**src/rtl/brk_pkg.sv**
```systemverilog
package brk_pkg;

   // offset of the enable bit inside each half of the trigger-definition word
   localparam int unsigned LVL_EN_OFS = 0;

   typedef enum logic [1:0] {
      TRIG_OFF    = 2'd0,
      TRIG_SINGLE = 2'd1,
      TRIG_DOUBLE = 2'd2
   } trig_mode_e;

   function automatic trig_mode_e decode_mode(input logic l1_en, input logic l2_en);
      trig_mode_e m;
      if (!l1_en)     m = TRIG_OFF;
      else if (l2_en) m = TRIG_DOUBLE;
      else            m = TRIG_SINGLE;
      return m;
   endfunction

endpackage

```
**src/rtl/brk_regfile.sv**
```systemverilog
module brk_regfile #(
   parameter int unsigned DATA_W   = 32,
   parameter int unsigned IDX_W    = 5,
   parameter int unsigned ADDR_IDX = 8,
   parameter int unsigned MASK_IDX = 9,
   parameter int unsigned TRIG_IDX = 7
) (
   input  logic              clk,
   input  logic              rst_n,
   input  logic              wr_en,
   input  logic [IDX_W-1:0]  wr_idx,
   input  logic [DATA_W-1:0] wr_data,
   output logic [DATA_W-1:0] bp_addr,
   output logic [DATA_W-1:0] bp_mask,
   output logic              l1_en,
   output logic              l2_en,
   output logic              trig_wr
);
   import brk_pkg::*;

   localparam int unsigned HALF   = DATA_W / 2;
   localparam int unsigned L1_BIT = LVL_EN_OFS;
   localparam int unsigned L2_BIT = HALF + LVL_EN_OFS;

   localparam logic [IDX_W-1:0] A_SEL = IDX_W'(ADDR_IDX);
   localparam logic [IDX_W-1:0] M_SEL = IDX_W'(MASK_IDX);
   localparam logic [IDX_W-1:0] T_SEL = IDX_W'(TRIG_IDX);

   logic addr_wr, mask_wr;

   assign addr_wr = wr_en && (wr_idx == A_SEL);
   assign mask_wr = wr_en && (wr_idx == M_SEL);
   assign trig_wr = wr_en && (wr_idx == T_SEL);

   always_ff @(posedge clk or negedge rst_n) begin
      if (!rst_n) begin
         bp_addr <= '0;
      end else if (addr_wr) begin
         bp_addr <= wr_data;
      end
   end

   always_ff @(posedge clk or negedge rst_n) begin
      if (!rst_n) begin
         bp_mask <= '0;
      end else if (mask_wr) begin
         bp_mask <= wr_data;
      end
   end

   // only the two enable bits of the trigger word carry meaning
   always_ff @(posedge clk or negedge rst_n) begin
      if (!rst_n) begin
         l1_en <= 1'b0;
         l2_en <= 1'b0;
      end else if (trig_wr) begin
         l1_en <= wr_data[L1_BIT];
         l2_en <= wr_data[L2_BIT];
      end
   end


   keep_addr_chk: assert property (@(posedge clk) disable iff (!rst_n)
      !(wr_en && wr_idx == A_SEL) |=> $stable(bp_addr));


   keep_mask_chk: assert property (@(posedge clk) disable iff (!rst_n)
      !(wr_en && wr_idx == M_SEL) |=> $stable(bp_mask));


   keep_trig_chk: assert property (@(posedge clk) disable iff (!rst_n)
      !(wr_en && wr_idx == T_SEL) |=> ($stable(l1_en) && $stable(l2_en)));

endmodule

```
**src/rtl/brk_pc_match.sv**
```systemverilog
module brk_pc_match #(
   parameter int unsigned DATA_W  = 32,
   parameter int unsigned SLICE_W = 8
) (
   input  logic              clk,
   input  logic              rst_n,
   input  logic [DATA_W-1:0] pc,
   input  logic [DATA_W-1:0] bp_addr,
   input  logic [DATA_W-1:0] bp_mask,
   output logic              hit
);
   localparam int unsigned NSLICE = DATA_W / SLICE_W;

   generate
      if (SLICE_W == 0 || (DATA_W % SLICE_W) != 0) begin : g_bad_slice
         $error("brk_pc_match: SLICE_W must divide DATA_W");
      end
   endgenerate

   logic [NSLICE-1:0] slice_ok;

   generate
      if (NSLICE == 1) begin : g_flat
         assign slice_ok[0] = ((pc ^ bp_addr) & ~bp_mask) == '0;
      end else begin : g_sliced
         for (genvar s = 0; s < NSLICE; s++) begin : g_s
            logic [SLICE_W-1:0] diff;
            assign diff        = (pc[s*SLICE_W +: SLICE_W] ^ bp_addr[s*SLICE_W +: SLICE_W])
                                 & ~bp_mask[s*SLICE_W +: SLICE_W];
            assign slice_ok[s] = (diff == '0);
         end
      end
   endgenerate

   assign hit = &slice_ok;


   exact_hit_chk: assert property (@(posedge clk) disable iff (!rst_n)
      (pc == bp_addr) |-> hit);


   full_mask_hit_chk: assert property (@(posedge clk) disable iff (!rst_n)
      (&bp_mask) |-> hit);

endmodule

```
**src/rtl/brk_sequencer.sv**
```systemverilog
module brk_sequencer (
   input  logic clk,
   input  logic rst_n,
   input  logic l1_en,
   input  logic l2_en,
   input  logic trig_wr,
   input  logic pc_valid,
   input  logic hit,
   output logic brk_req,
   output logic armed
);
   import brk_pkg::*;

   trig_mode_e mode;
   logic       take;

   assign mode = decode_mode(l1_en, l2_en);
   assign take = pc_valid && hit && !trig_wr && (mode != TRIG_OFF);

   always_ff @(posedge clk or negedge rst_n) begin
      if (!rst_n) begin
         brk_req <= 1'b0;
         armed   <= 1'b0;
      end else begin
         brk_req <= 1'b0;
         if (trig_wr) begin
            armed <= 1'b0;
         end else if (take) begin
            unique case (mode)
               TRIG_SINGLE: brk_req <= 1'b1;
               TRIG_DOUBLE: begin
                  if (armed) begin
                     brk_req <= 1'b1;
                     armed   <= 1'b0;
                  end else begin
                     armed   <= 1'b1;
                  end
               end
               default: ;
            endcase
         end
      end
   end


   no_idle_fire_chk: assert property (@(posedge clk) disable iff (!rst_n)
      !pc_valid |=> !brk_req);


   fire_needs_hit_chk: assert property (@(posedge clk) disable iff (!rst_n)
      brk_req |-> ($past(pc_valid) && $past(hit)));


   no_l1_fire_chk: assert property (@(posedge clk) disable iff (!rst_n)
      !l1_en |=> !brk_req);


   wr_disarm_chk: assert property (@(posedge clk) disable iff (!rst_n)
      trig_wr |=> (!armed && !brk_req));


   fire_disarm_chk: assert property (@(posedge clk) disable iff (!rst_n)
      (armed && pc_valid && hit && !trig_wr) |=> (brk_req && !armed));


   arm_needs_l2_chk: assert property (@(posedge clk) disable iff (!rst_n)
      $rose(armed) |-> ($past(l2_en) && $past(pc_valid) && !brk_req));

endmodule

```
**src/rtl/pc_brk_trigger.sv**
```systemverilog
module pc_brk_trigger #(
   parameter int unsigned DATA_W   = 32,
   parameter int unsigned IDX_W    = 5,
   parameter int unsigned ADDR_IDX = 8,
   parameter int unsigned MASK_IDX = 9,
   parameter int unsigned TRIG_IDX = 7,
   parameter int unsigned SLICE_W  = 8
) (
   input  logic              clk,
   input  logic              rst_n,
   input  logic              reg_wr_en,
   input  logic [IDX_W-1:0]  reg_wr_idx,
   input  logic [DATA_W-1:0] reg_wr_data,
   input  logic              pc_valid,
   input  logic [DATA_W-1:0] pc,
   output logic              brk_req
);
   localparam int unsigned IDX_SPAN = 1 << IDX_W;

   generate
      if (DATA_W < 4 || (DATA_W % 2) != 0) begin : g_bad_width
         $error("pc_brk_trigger: DATA_W must be even and at least 4");
      end
      if (ADDR_IDX >= IDX_SPAN || MASK_IDX >= IDX_SPAN || TRIG_IDX >= IDX_SPAN) begin : g_bad_idx
         $error("pc_brk_trigger: register index does not fit IDX_W");
      end
      if (ADDR_IDX == MASK_IDX || ADDR_IDX == TRIG_IDX || MASK_IDX == TRIG_IDX) begin : g_dup_idx
         $error("pc_brk_trigger: register indices must differ");
      end
   endgenerate

   logic [DATA_W-1:0] bp_addr, bp_mask;
   logic              l1_en, l2_en, trig_wr, hit, armed;

   brk_regfile #(
      .DATA_W  (DATA_W),
      .IDX_W   (IDX_W),
      .ADDR_IDX(ADDR_IDX),
      .MASK_IDX(MASK_IDX),
      .TRIG_IDX(TRIG_IDX)
   ) u_regs (
      .clk     (clk),
      .rst_n   (rst_n),
      .wr_en   (reg_wr_en),
      .wr_idx  (reg_wr_idx),
      .wr_data (reg_wr_data),
      .bp_addr (bp_addr),
      .bp_mask (bp_mask),
      .l1_en   (l1_en),
      .l2_en   (l2_en),
      .trig_wr (trig_wr)
   );

   brk_pc_match #(
      .DATA_W (DATA_W),
      .SLICE_W(SLICE_W)
   ) u_match (
      .clk     (clk),
      .rst_n   (rst_n),
      .pc      (pc),
      .bp_addr (bp_addr),
      .bp_mask (bp_mask),
      .hit     (hit)
   );

   brk_sequencer u_seq (
      .clk      (clk),
      .rst_n    (rst_n),
      .l1_en    (l1_en),
      .l2_en    (l2_en),
      .trig_wr  (trig_wr),
      .pc_valid (pc_valid),
      .hit      (hit),
      .brk_req  (brk_req),
      .armed    (armed)
   );


   armed_only_two_level_chk: assert property (@(posedge clk) disable iff (!rst_n)
      armed |-> (l1_en && l2_en));

endmodule

```
**config.mk**
```make
export PLATFORM = sky130hd
export DESIGN_NAME = pc_brk_trigger
export DESIGN_NICKNAME = d
export VERILOG_FILES = /design/src/rtl/brk_pkg.sv /design/src/rtl/brk_regfile.sv /design/src/rtl/brk_pc_match.sv /design/src/rtl/brk_sequencer.sv /design/src/rtl/pc_brk_trigger.sv
export SDC_FILE = /design/constraint.sdc
export NUM_CORES = 1
export LEC_CHECK = 0
export BUFFER_PORTS_ARGS = -buffer_cell sky130_fd_sc_hd__buf_2
export CAP_MARGIN = 15
export CORE_MARGIN = 4
export CORE_UTILIZATION = 48
export DETAILED_ROUTE_END_ITERATION = 10
export PLACE_DENSITY = 0.74
export SYNTH_ARGS = -nofsm -noshare
export SYNTH_HDL_FRONTEND = slang
export SYNTH_HIERARCHICAL = 1
export SYNTH_SLANG_ARGS = --single-unit
```
**constraint.sdc**
```tcl
create_clock -name clk -period 1.96 [get_ports clk]
set_clock_uncertainty 0.2 [all_clocks]
set_input_delay 0.098 -clock clk [delete_from_list [all_inputs] [get_ports clk]]
set_output_delay 0.098 -clock clk [all_outputs]
set_load 0.1 [all_outputs]
```
==> impl_metrics.py, run 1 <==
metrics = {
    "critical_path": {
        "critical-path-top-delay-family": "simple AND/OR/NAND/NOR gates",
        "start_kind": "flop",
        "rr_startpoint": "u_regs/bp_addr[20]",
        "worst-path-max-fanout": 2,
        "reg2regPathDepth": 6,
        "crit_start": "u_regs/bp_addr[20]",
        "critPathArrivalTime_ps": 2040,
        "path_buf_inv": 0,
        "r2r_end": "u_seq/armed",
        "worst-path-stages": 6,
        "endpoint": "u_seq/armed",
        "cp.required_ps": 1990,
        "r2r_slack_ps": -50,
        "critPathKind": "flop to flop",
        "max_stage_delay_ps": 400,
        "slowest_stage": "dfrtp_1",
        "cp_cell_sequence": "xnor2_1 > o22ai_2 > nor4_4 > and4_1 > nand4_1 > mux2_4",
        "endpoint_kind": "flop",
    },
    "synth": {
        "yosys.area_share.simple": 0.0386,
        "avgSynthCellArea_um2": 14.6,
        "synth_xor_area_frac": 0.0929,
        "synth_most_common_cell": "dfrtp_1",
        "synthDistinctLibCells": 18,
        "synth_top_family_by_area": "multiplexers",
        "synthAdderAreaFrac": 0,
        "syn_inst": 206,
        "synth_compound_area_frac": 0.0332,
        "yosys.area.top_type": "dfrtp_1",
        "synth_top_area_frac": 0.564,
        "ys_async_sr_fraction": 1.00,
        "synth-seq-cells": 68,
        "syn_area_um2": 3020,
        "synth.mux.area_fraction": 0.250,
        "syn-num-nets": 279,
        "synth_edf_count": 0,
        "ys_warn_count": 6,
        "synth_ff_type": "dfrtp_1",
        "synth_common_cells": "dfrtp_1, mux2_2, xnor2_1",
        "ys_seq_area_frac": 0.564,
        "ys_top_cells_by_area": "dfrtp_1, mux2_2, xnor2_1",
    },
    "cells_and_area": {
        "fin_cells": 401,
        "final_util": 0.682,
        "diodes": 0,
        "area_growth_pct": 36.3,
        "drive_above_1_share": 0.540,
        "final_nets": 395,
    },
    "floorplanning": {
        "rows": 28,
        "die_w_um": 87.3,
        "die-area_um2": 7620,
        "start_util": 0.501,
        "ios": 74,
        "core_area_um2": 6030,
        "dieHeight_um": 87.3,
    },
    "clock_network": {
        "clock_sinks": 68,
        "cts-buffers-inserted": 9,
        "htree_levels": 3,
        "clk_path_buf_depth": 2,
        "cts.clk_slew.worst_paths_ps": 70,
        "cts_tree": "built",
        "cts_root_buf": "clkbuf_8",
        "clock_latency_ps": 340,
    },
    "place": {
        "dpl.cell_count": 352,
        "hpwl_um": 4050,
        "gp_congestion": 0.726,
        "port_buffers": 73,
    },
    "run_status": {
        "status": "finished with violations",
        "violations": "negative setup slack",
    },
    "grt": {
        "grt_pass1_wl_um": 10400,
        "antenna_found_initial": 0,
        "grt_max_degree": 69,
        "grt_pass1_vias": 2263,
        "track_usage": 0.180,
        "overflow": 0,
    },
    "route": {
        "vias_per_cell": 5.09,
        "num_vias": 2043,
        "drtPass1Iterations": 2,
        "wl_per_cell_um": 15.9,
        "initialDrtViolationCount": 40,
        "ant_nets": 0,
        "wl_um": 6390,
        "drc": 0,
    },
    "sta": {
        "final_max_slew_viol_count": 0,
        "rsz0062_at_grt": "yes",
        "clock.fmax_ghz": 0.497,
        "setup_violations": 1,
        "tightest_slew_ps": 494,
        "finalCritPeriodShare": 1.03,
        "layout_min_cycle_time_ps": 2010,
        "finalWorstSetupSlack_ps": -51.5,
        "slew_headroom": 0.673,
        "fin_setup_tns_ps": -51.5,
        "hold_viol_final": 0,
    },
    "power": {
        "powerDensity_nw_per_um2": 886,
        "p_leak_nw": 1.94,
        "ir_drop_uv": 542,
    },
    "flow_run": {
        "drv_cap": 0,
    },
    "hold_path": {
        "hp-class": "primary input to flop",
        "hold_start": "reg_wr_idx[1]",
    },
}
[per-stage QoR]
step                setup WS (ps)  hold WS [ps]  total power (W)  instance area (µm²)
finish                      -51.5          39.1          0.00364                 4110
global route                 -182          68.3          0.00385                 4110
CTS                         -99.4          38.2          0.00358                 4000
detailed placement           -123         -50.2          0.00250                 3480
global placement             -144         -50.9          0.00246                 3480
floorplan                     206          -398          0.00227                 3020
[state kept, by name, indices dropped and copies added, names as in the netlist]
signal          cells
u_regs/l2_en        1
u_regs/l1_en        1
u_seq/armed         1
u_regs/bp_addr     32
u_seq/brk_req       1
u_regs/bp_mask     32
[layout make-up]
class	count	area [µm²]
clock buffers	13	159
clock inverters	2	10.0
repair buffers	111	773
fillers	437	1920
multi-input cells	132	1370
well taps	75	93.8
flip-flops and latches	68	1700
[worst reg2reg max path, cell delays in order, from the launching register on]
cell and delay [ps]:
dfrtp_1 400, xnor2_1 200, o22ai_2 140, nor4_4 270
and4_1 260, nand4_1 120, mux2_4 320
[worst min path at each step]
stage                               to  slack (ps)  depth (start not counted)
floorplan            u_regs/bp_addr[0]        -400                          0
global placement    u_regs/bp_mask[19]         -50                          2
detailed placement  u_regs/bp_mask[19]         -50                          2
CTS                      u_seq/brk_req          40                          3
global route             u_seq/brk_req          70                          3
finish                   u_seq/brk_req          40                          3
[timing repair]
item | CTS | global route
gates cloned | 0 | 0
hold buffers | 34 | 0
hold endpoints to repair | 136 | 0
pin swaps | 3 | 18
resized for setup | 1 | 17
endpoints found under the setup margin | 1 | 2
buffers inserted | 1 | 0
[layer usage]
metal  track usage  wire [µm]
met1         0.222       2770
met2         0.295       3170
met3        0.0549        347
met4        0.0725         99
met5             0          0
[cell families after synthesis]
kind of cell,Yosys count
AOI/OAI and AO/OA,16
muxes,67
DFF,68
xor gates and xnor gates,32
buffers and inverters,6
and+or+nand+nor,17
[power by group]
part           total [W]  switching (W)  internal [W]
registers        0.00184       0.000172       0.00167
logic           0.000783       0.000286      0.000497
clock network    0.00102       0.000499      0.000518
total            0.00364       0.000956       0.00269
[placed cells by master, fill, tap and decap left out]
| cell type | netlist | layout |
|---|---|---|
| and3_1 | 1 | 1 |
| and4_1 | 1 | 1 |
| and4bb_2 | 2 | 2 |
| buf_12 | 0 | 3 |
| buf_2 | 0 | 73 |
| buf_4 | 3 | 1 |
| clkbuf_1 | 0 | 2 |
| clkbuf_8 | 3 | 11 |
| clkinv_2 | 0 | 2 |
| dfrtp_1 | 68 | 68 |
| dlygate4sd3_1 | 0 | 34 |
| mux2_2 | 66 | 66 |
| mux2_4 | 0 | 1 |
| nand2_1 | 1 | 1 |
| nand3_1 | 1 | 1 |
| nand3b_2 | 1 | 1 |
| nand4_1 | 1 | 1 |
| nor2_1 | 2 | 2 |
| nor2b_1 | 2 | 2 |
| nor3_1 | 1 | 1 |
| nor4_2 | 0 | 3 |
| nor4_4 | 0 | 1 |
| o22ai_1 | 16 | 11 |
| o22ai_2 | 0 | 5 |
| xnor2_1 | 32 | 25 |
| xnor2_2 | 0 | 7 |
Note: power is estimated with default switching activity, not from simulation.
==> run 2: changes to the inputs <==
--- a/config.mk
+++ b/config.mk
@@ -11,6 +11,7 @@
 export CORE_UTILIZATION = 48
 export DETAILED_ROUTE_END_ITERATION = 10
 export PLACE_DENSITY = 0.74
+export SETUP_SLACK_MARGIN = 0.3
 export SYNTH_ARGS = -nofsm -noshare
 export SYNTH_HDL_FRONTEND = slang
 export SYNTH_HIERARCHICAL = 1
==> run 2 against run 1 <==
The flow still finishes with violations (negative setup slack). Sequential power hardly changed. Flip-flop and latch count stayed put. Clock power is 15% higher. Core utilization is 0.54 points lower. Fmax is 0.56% higher. Final cell count is 0.50% higher. Final area is 0.79% lower.
==> impl_metrics.py, run 2 (same netlist as run 1, synthesis figures left out) <==
metrics = {
    "run_status": {
        "violations": "negative setup slack",
        "status": "finished with violations",
    },
    "sta": {
        "hold_viol_final": 0,
        "tightest_slew_ps": 500,
        "worst_hold_slack_ps": 43.8,
        "finalWorstSetupSlack_ps": -40.3,
        "slew_headroom": 0.667,
        "fin_setup_tns_ps": -40.3,
        "layout_min_cycle_time_ps": 2000,
        "setup_violations": 1,
        "clock.fmax_ghz": 0.500,
        "finalCritPeriodShare": 1.02,
        "rsz0062_at_grt": "yes",
        "final_max_slew_viol_count": 0,
    },
    "clock_network": {
        "clock_sinks": 68,
        "cts_tree": "built",
        "htree_levels": 3,
        "cts_root_buf": "clkbuf_8",
        "clock_latency_ps": 340,
        "cts-buffers-inserted": 9,
        "cts.clk_slew.worst_paths_ps": 70,
        "clk_path_buf_depth": 2,
    },
    "floorplanning": {
        "start_util": 0.501,
        "rows": 28,
        "dieHeight_um": 87.3,
        "die-area_um2": 7620,
        "die_w_um": 87.3,
        "core_area_um2": 6030,
        "ios": 74,
    },
    "critical_path": {
        "cp.required_ps": 1980,
        "critPathArrivalTime_ps": 2020,
        "critPathKind": "flop to flop",
        "endpoint_kind": "flop",
        "worst-path-max-fanout": 2,
        "start_kind": "flop",
    },
    "place": {
        "gp_congestion": 0.699,
        "dpl.cell_count": 353,
        "placed_area_um2": 3500,
        "port_buffers": 73,
        "hpwl_um": 4200,
        "pre_cts_slack_ps": -123,
    },
    "power": {
        "powerDensity_nw_per_um2": 913,
        "ir_drop_uv": 727,
        "p_leak_nw": 1.92,
    },
    "cells_and_area": {
        "final_nets": 396,
        "fin_cells": 403,
        "drive_above_1_share": 0.506,
        "area_growth_pct": 35.2,
        "final_cell_mix": "buf_2, dfrtp_1, mux2_2",
        "ff_latch_area_um2": 1700,
        "diodes": 0,
        "final_cell_area_um2": 4080,
        "multi_input_area_um2": 1290,
        "final_common_cell": "buf_2",
        "fill_cells": 463,
        "top_regs": "u_regs/bp_addr (32), u_regs/bp_mask (32)",
    },
    "grt": {
        "grt_max_degree": 33,
        "overflow": 0,
        "grt_pass1_wl_um": 10300,
        "track_usage": 0.179,
        "grt_pass1_vias": 2243,
        "antenna_found_initial": 1,
    },
    "route": {
        "drc": 0,
        "num_vias": 2021,
        "vias_per_cell": 5.01,
        "drtPass1Iterations": 4,
        "wl_per_cell_um": 15.1,
        "initialDrtViolationCount": 50,
        "wl_um": 6070,
        "ant_nets": 0,
    },
    "hold_path": {
        "hp-class": "primary input to flop",
    },
    "flow_run": {
        "drv_cap": 0,
    },
}
[run 2: cell count changes in the layout (fill, tap and decap cells not counted), sizes merged]
cell	change
buf	+1
bufinv	+1
clkinvlp	+1
clkbuf	-1
[run 2: what timing repair did]
| action | CTS | global route |
|---|---|---|
| pin swaps | 3 | 3 |
| hold buffers | 34 | 0 |
| gates resized for setup | 2 | 3 |
| endpoints found under the hold margin | 136 | 0 |
| setup buffers | 0 | 0 |
| setup endpoints to repair | 2 | 2 |
[run 2: path summary, 6_finish.rpt]
kind,depth (start not counted),from,slack [ps],endpoint
setup / recovery,7,u_regs/bp_addr[22],-40,u_seq/armed
hold / removal,3,reg_wr_idx[1],40,u_seq/brk_req
setup reg to reg,7,u_regs/bp_addr[22],-40,u_seq/armed
hold reg to reg,1,u_regs/bp_mask[23],310,u_regs/bp_mask[23]
max in group asynchronous,3,rst_n,980,u_regs/bp_addr[11]
min in group asynchronous,2,rst_n,50,u_regs/bp_mask[16]
[run 2: worst max-delay path, stage by stage (launching register included)]
cell and delay (ps):
dfrtp_1 390, xnor2_1 130, o22ai_1 100, nor4_1 290, buf_4 160, and4_1 210, nand4_1 90, mux2_1 320
[run 2: per-layer routing]
metal / global-route usage / share of wire
met1: 0.222 / 0.43
met2: 0.288 / 0.49
met3: 0.0445 / 0.059
met4: 0.0907 / 0.020
met5: 0 / 0.0033
[run 2: cell type report]
| cell class | instances | area share |
|---|---|---|
| Tap cell | 75 | 0.0230 |
| Clock inverter | 4 | 0.0117 |
| Timing Repair Buffer | 112 | 0.195 |
| Multi-Input combinational cell | 132 | 0.315 |
| Clock buffer | 12 | 0.0380 |
| Sequential cell | 68 | 0.417 |
[run 2: where the power goes]
| part | switching [W] | internal [W] |
|---|---|---|
| registers | 0.000153 | 0.00167 |
| logic | 0.000260 | 0.000469 |
| clock network | 0.000516 | 0.000653 |
| total | 0.000929 | 0.00279 |
[run 2: through the flow]
step	util	total power (W)
2_1_floorplan	-	0.00227
3_3_place_gp	0.581	0.00247
3_5_place_dp	0.581	0.00250
4_1_cts	0.673	0.00375
5_1_grt	0.677	0.00394
6_report	0.677	0.00372
==> run 3: changes to the inputs <==
--- a/config.mk
+++ b/config.mk
@@ -7,10 +7,12 @@
 export LEC_CHECK = 0
 export BUFFER_PORTS_ARGS = -buffer_cell sky130_fd_sc_hd__buf_2
 export CAP_MARGIN = 15
+export CELL_PAD_IN_SITES_DETAIL_PLACEMENT = 1
+export CELL_PAD_IN_SITES_GLOBAL_PLACEMENT = 2
 export CORE_MARGIN = 4
-export CORE_UTILIZATION = 48
+export CORE_UTILIZATION = 36
 export DETAILED_ROUTE_END_ITERATION = 10
-export PLACE_DENSITY = 0.74
+export PLACE_DENSITY = 0.8
 export SETUP_SLACK_MARGIN = 0.3
 export SYNTH_ARGS = -nofsm -noshare
 export SYNTH_HDL_FRONTEND = slang
==> run 3 against run 2 <==
The flow still finishes with violations (negative setup slack). Register-to-register slack worse by 70 ps. Clock-buffer cell count up 3. Non-clock buffer count rose by 3. Final cell count up 8.2%. Via count up 1.8%. Largest power group unchanged. Hold slack improved by 22 ps. Critical path depth unchanged. Core utilization fell by 17 points. First-iteration DRC count is 20% lower. Die area grew 30%. Final area increased by 1.6%. Flip-flop and latch count unchanged.
==> impl_metrics.py, run 3 (same netlist as run 1, synthesis figures left out) <==
metrics = {
    "run_status": {
        "status": "finished with violations",
        "violations": "negative setup slack",
    },
    "clock_network": {
        "clock_latency_ps": 330,
        "clock_sinks": 68,
        "cts_tree": "built",
        "cts.clk_slew.worst_paths_ps": 70,
        "cts-buffers-inserted": 9,
        "cts_root_buf": "clkbuf_8",
        "htree_levels": 3,
        "clk_path_buf_depth": 2,
    },
    "floorplanning": {
        "core_area_um2": 8180,
        "dieHeight_um": 99.5,
        "die-area_um2": 9910,
        "rows": 33,
        "die_w_um": 99.5,
        "ios": 74,
        "start_util": 0.369,
    },
    "critical_path": {
        "endpoint_kind": "flop",
        "reg2regPathDepth": 7,
        "cp.required_ps": 1970,
        "r2r_end": "u_seq/armed",
        "start_kind": "flop",
        "rr_startpoint": "u_regs/bp_addr[23]",
        "critPathKind": "flop to flop",
        "r2r_slack_ps": -110,
        "critPathArrivalTime_ps": 2080,
        "worst-path-max-fanout": 2,
    },
    "power": {
        "powerDensity_nw_per_um2": 883,
        "ir_drop_uv": 581,
        "total_power_w": 0.00366,
        "p_leak_nw": 1.94,
    },
    "cells_and_area": {
        "final_cell_area_um2": 4140,
        "area_growth_pct": 37.3,
        "final_common_cell": "buf_2",
        "final_util": 0.507,
        "drive_above_1_share": 0.526,
        "top_regs": "u_regs/bp_addr (32), u_regs/bp_mask (32)",
        "final_cell_mix": "buf_2, dfrtp_1, mux2_2",
        "diodes": 0,
        "final_nets": 399,
    },
    "sta": {
        "setup_violations": 2,
        "rsz0062_at_grt": "yes",
        "finalWorstSetupSlack_ps": -112,
        "slew_headroom": 0.676,
        "final_max_slew_viol_count": 0,
        "finalCritPeriodShare": 1.06,
        "layout_min_cycle_time_ps": 2070,
        "hold_viol_final": 0,
        "fin_setup_tns_ps": -145,
        "clock.fmax_ghz": 0.483,
        "tightest_slew_ps": 489,
    },
    "route": {
        "vias_per_cell": 4.72,
        "wl_um": 7100,
        "wl_per_cell_um": 16.3,
        "initialDrtViolationCount": 40,
        "num_vias": 2057,
        "drtPass1Iterations": 4,
        "drc": 0,
        "ant_nets": 0,
    },
    "place": {
        "gp_congestion": 0.740,
        "hpwl_um": 4800,
        "placed_area_um2": 3520,
        "port_buffers": 73,
    },
    "grt": {
        "overflow": 0,
        "grt_pass1_wl_um": 11900,
        "grt_max_degree": 69,
        "track_usage": 0.154,
        "grt_pass1_vias": 2445,
        "antenna_found_initial": 0,
    },
    "flow_run": {
        "drv_cap": 0,
    },
    "hold_path": {
        "whs_path_depth": 3,
        "min_to": "u_seq/brk_req",
        "hp-class": "primary input to flop",
        "hold_start": "reg_wr_idx[1]",
    },
}
[run 3: cell count changes in the layout (fill, tap and decap cells not counted), moves of 2 or more]
| cell | change |
|---|---|
| nor4_2 | +3 |
| clkbuf_1 | +2 |
| xnor2_1 | -2 |
| buf_4 | +3 |
| xnor2_2 | +2 |
| nor4_1 | -2 |
[run 3: where the power goes]
part | switching, W | internal, W | total [W]
Sequential | 0.000170 | 0.00167 | 0.00184
Clock | 0.000489 | 0.000564 | 0.00105
Combinational | 0.000283 | 0.000482 | 0.000765
Total | 0.000942 | 0.00272 | 0.00366
[run 3: repair_timing]
item / CTS / global route
setup endpoints to repair: 2 / 2
hold buffers: 34 / 0
endpoints found under the hold margin: 136 / 0
pin swaps: 5 / 8
buffers inserted: 2 / 1
gates resized for setup: 3 / 9
[run 3: cell type report]
class	instances	area (µm²)
Timing Repair Buffer	115	807
Sequential cell	68	1700
Clock buffer	15	176
Tap cell	105	131
Clock inverter	1	5.00
Multi-Input combinational cell	132	1320
Fill cell	857	4030
[run 3: how the worst max path moves through the flow]
stage / start / end / slack, ps / cells after the start
6_report: u_regs/bp_addr[23] / u_seq/armed / -110 / 7
5_1_grt: u_regs/bp_addr[23] / u_seq/armed / -250 / 7
4_1_cts: u_regs/bp_addr[25] / u_seq/armed / -130 / 7
3_5_place_dp: u_regs/bp_addr[4] / u_seq/armed / -210 / 6
3_3_place_gp: u_regs/bp_addr[9] / u_seq/armed / -160 / 6
2_1_floorplan: u_regs/bp_addr[22] / u_seq/armed / 230 / 6
[run 3: metal layers]
| metal | GRT usage | up-vias | share of wire |
|---|---|---|---|
| met3 | 0.0281 | 8 | 0.037 |
| met1 | 0.187 | 1021 | 0.43 |
| met2 | 0.274 | 44 | 0.51 |
| met5 | 0 | - | 0 |
| met4 | 0.0536 | 0 | 0.013 |
| li1 | - | 984 | - |
[run 3: per-stage QoR]
stage,std cells,worst slack [ps],hold WS [ps]
4_1_cts,435,-135,61.8
5_1_grt,436,-253,102
2_1_floorplan,206,231,-398
3_3_place_gp,383,-155,-50.9
6_report,436,-112,65.6
3_5_place_dp,383,-211,-52.2
[run 3: worst max-delay path, cell delays in order (launching register included)]
cell and delay, ps:
dfrtp_1 400, xnor2_1 180, o22ai_2 130, nor4_2 290
buf_4 140, and4_1 200, nand4_1 100, mux2_1 310
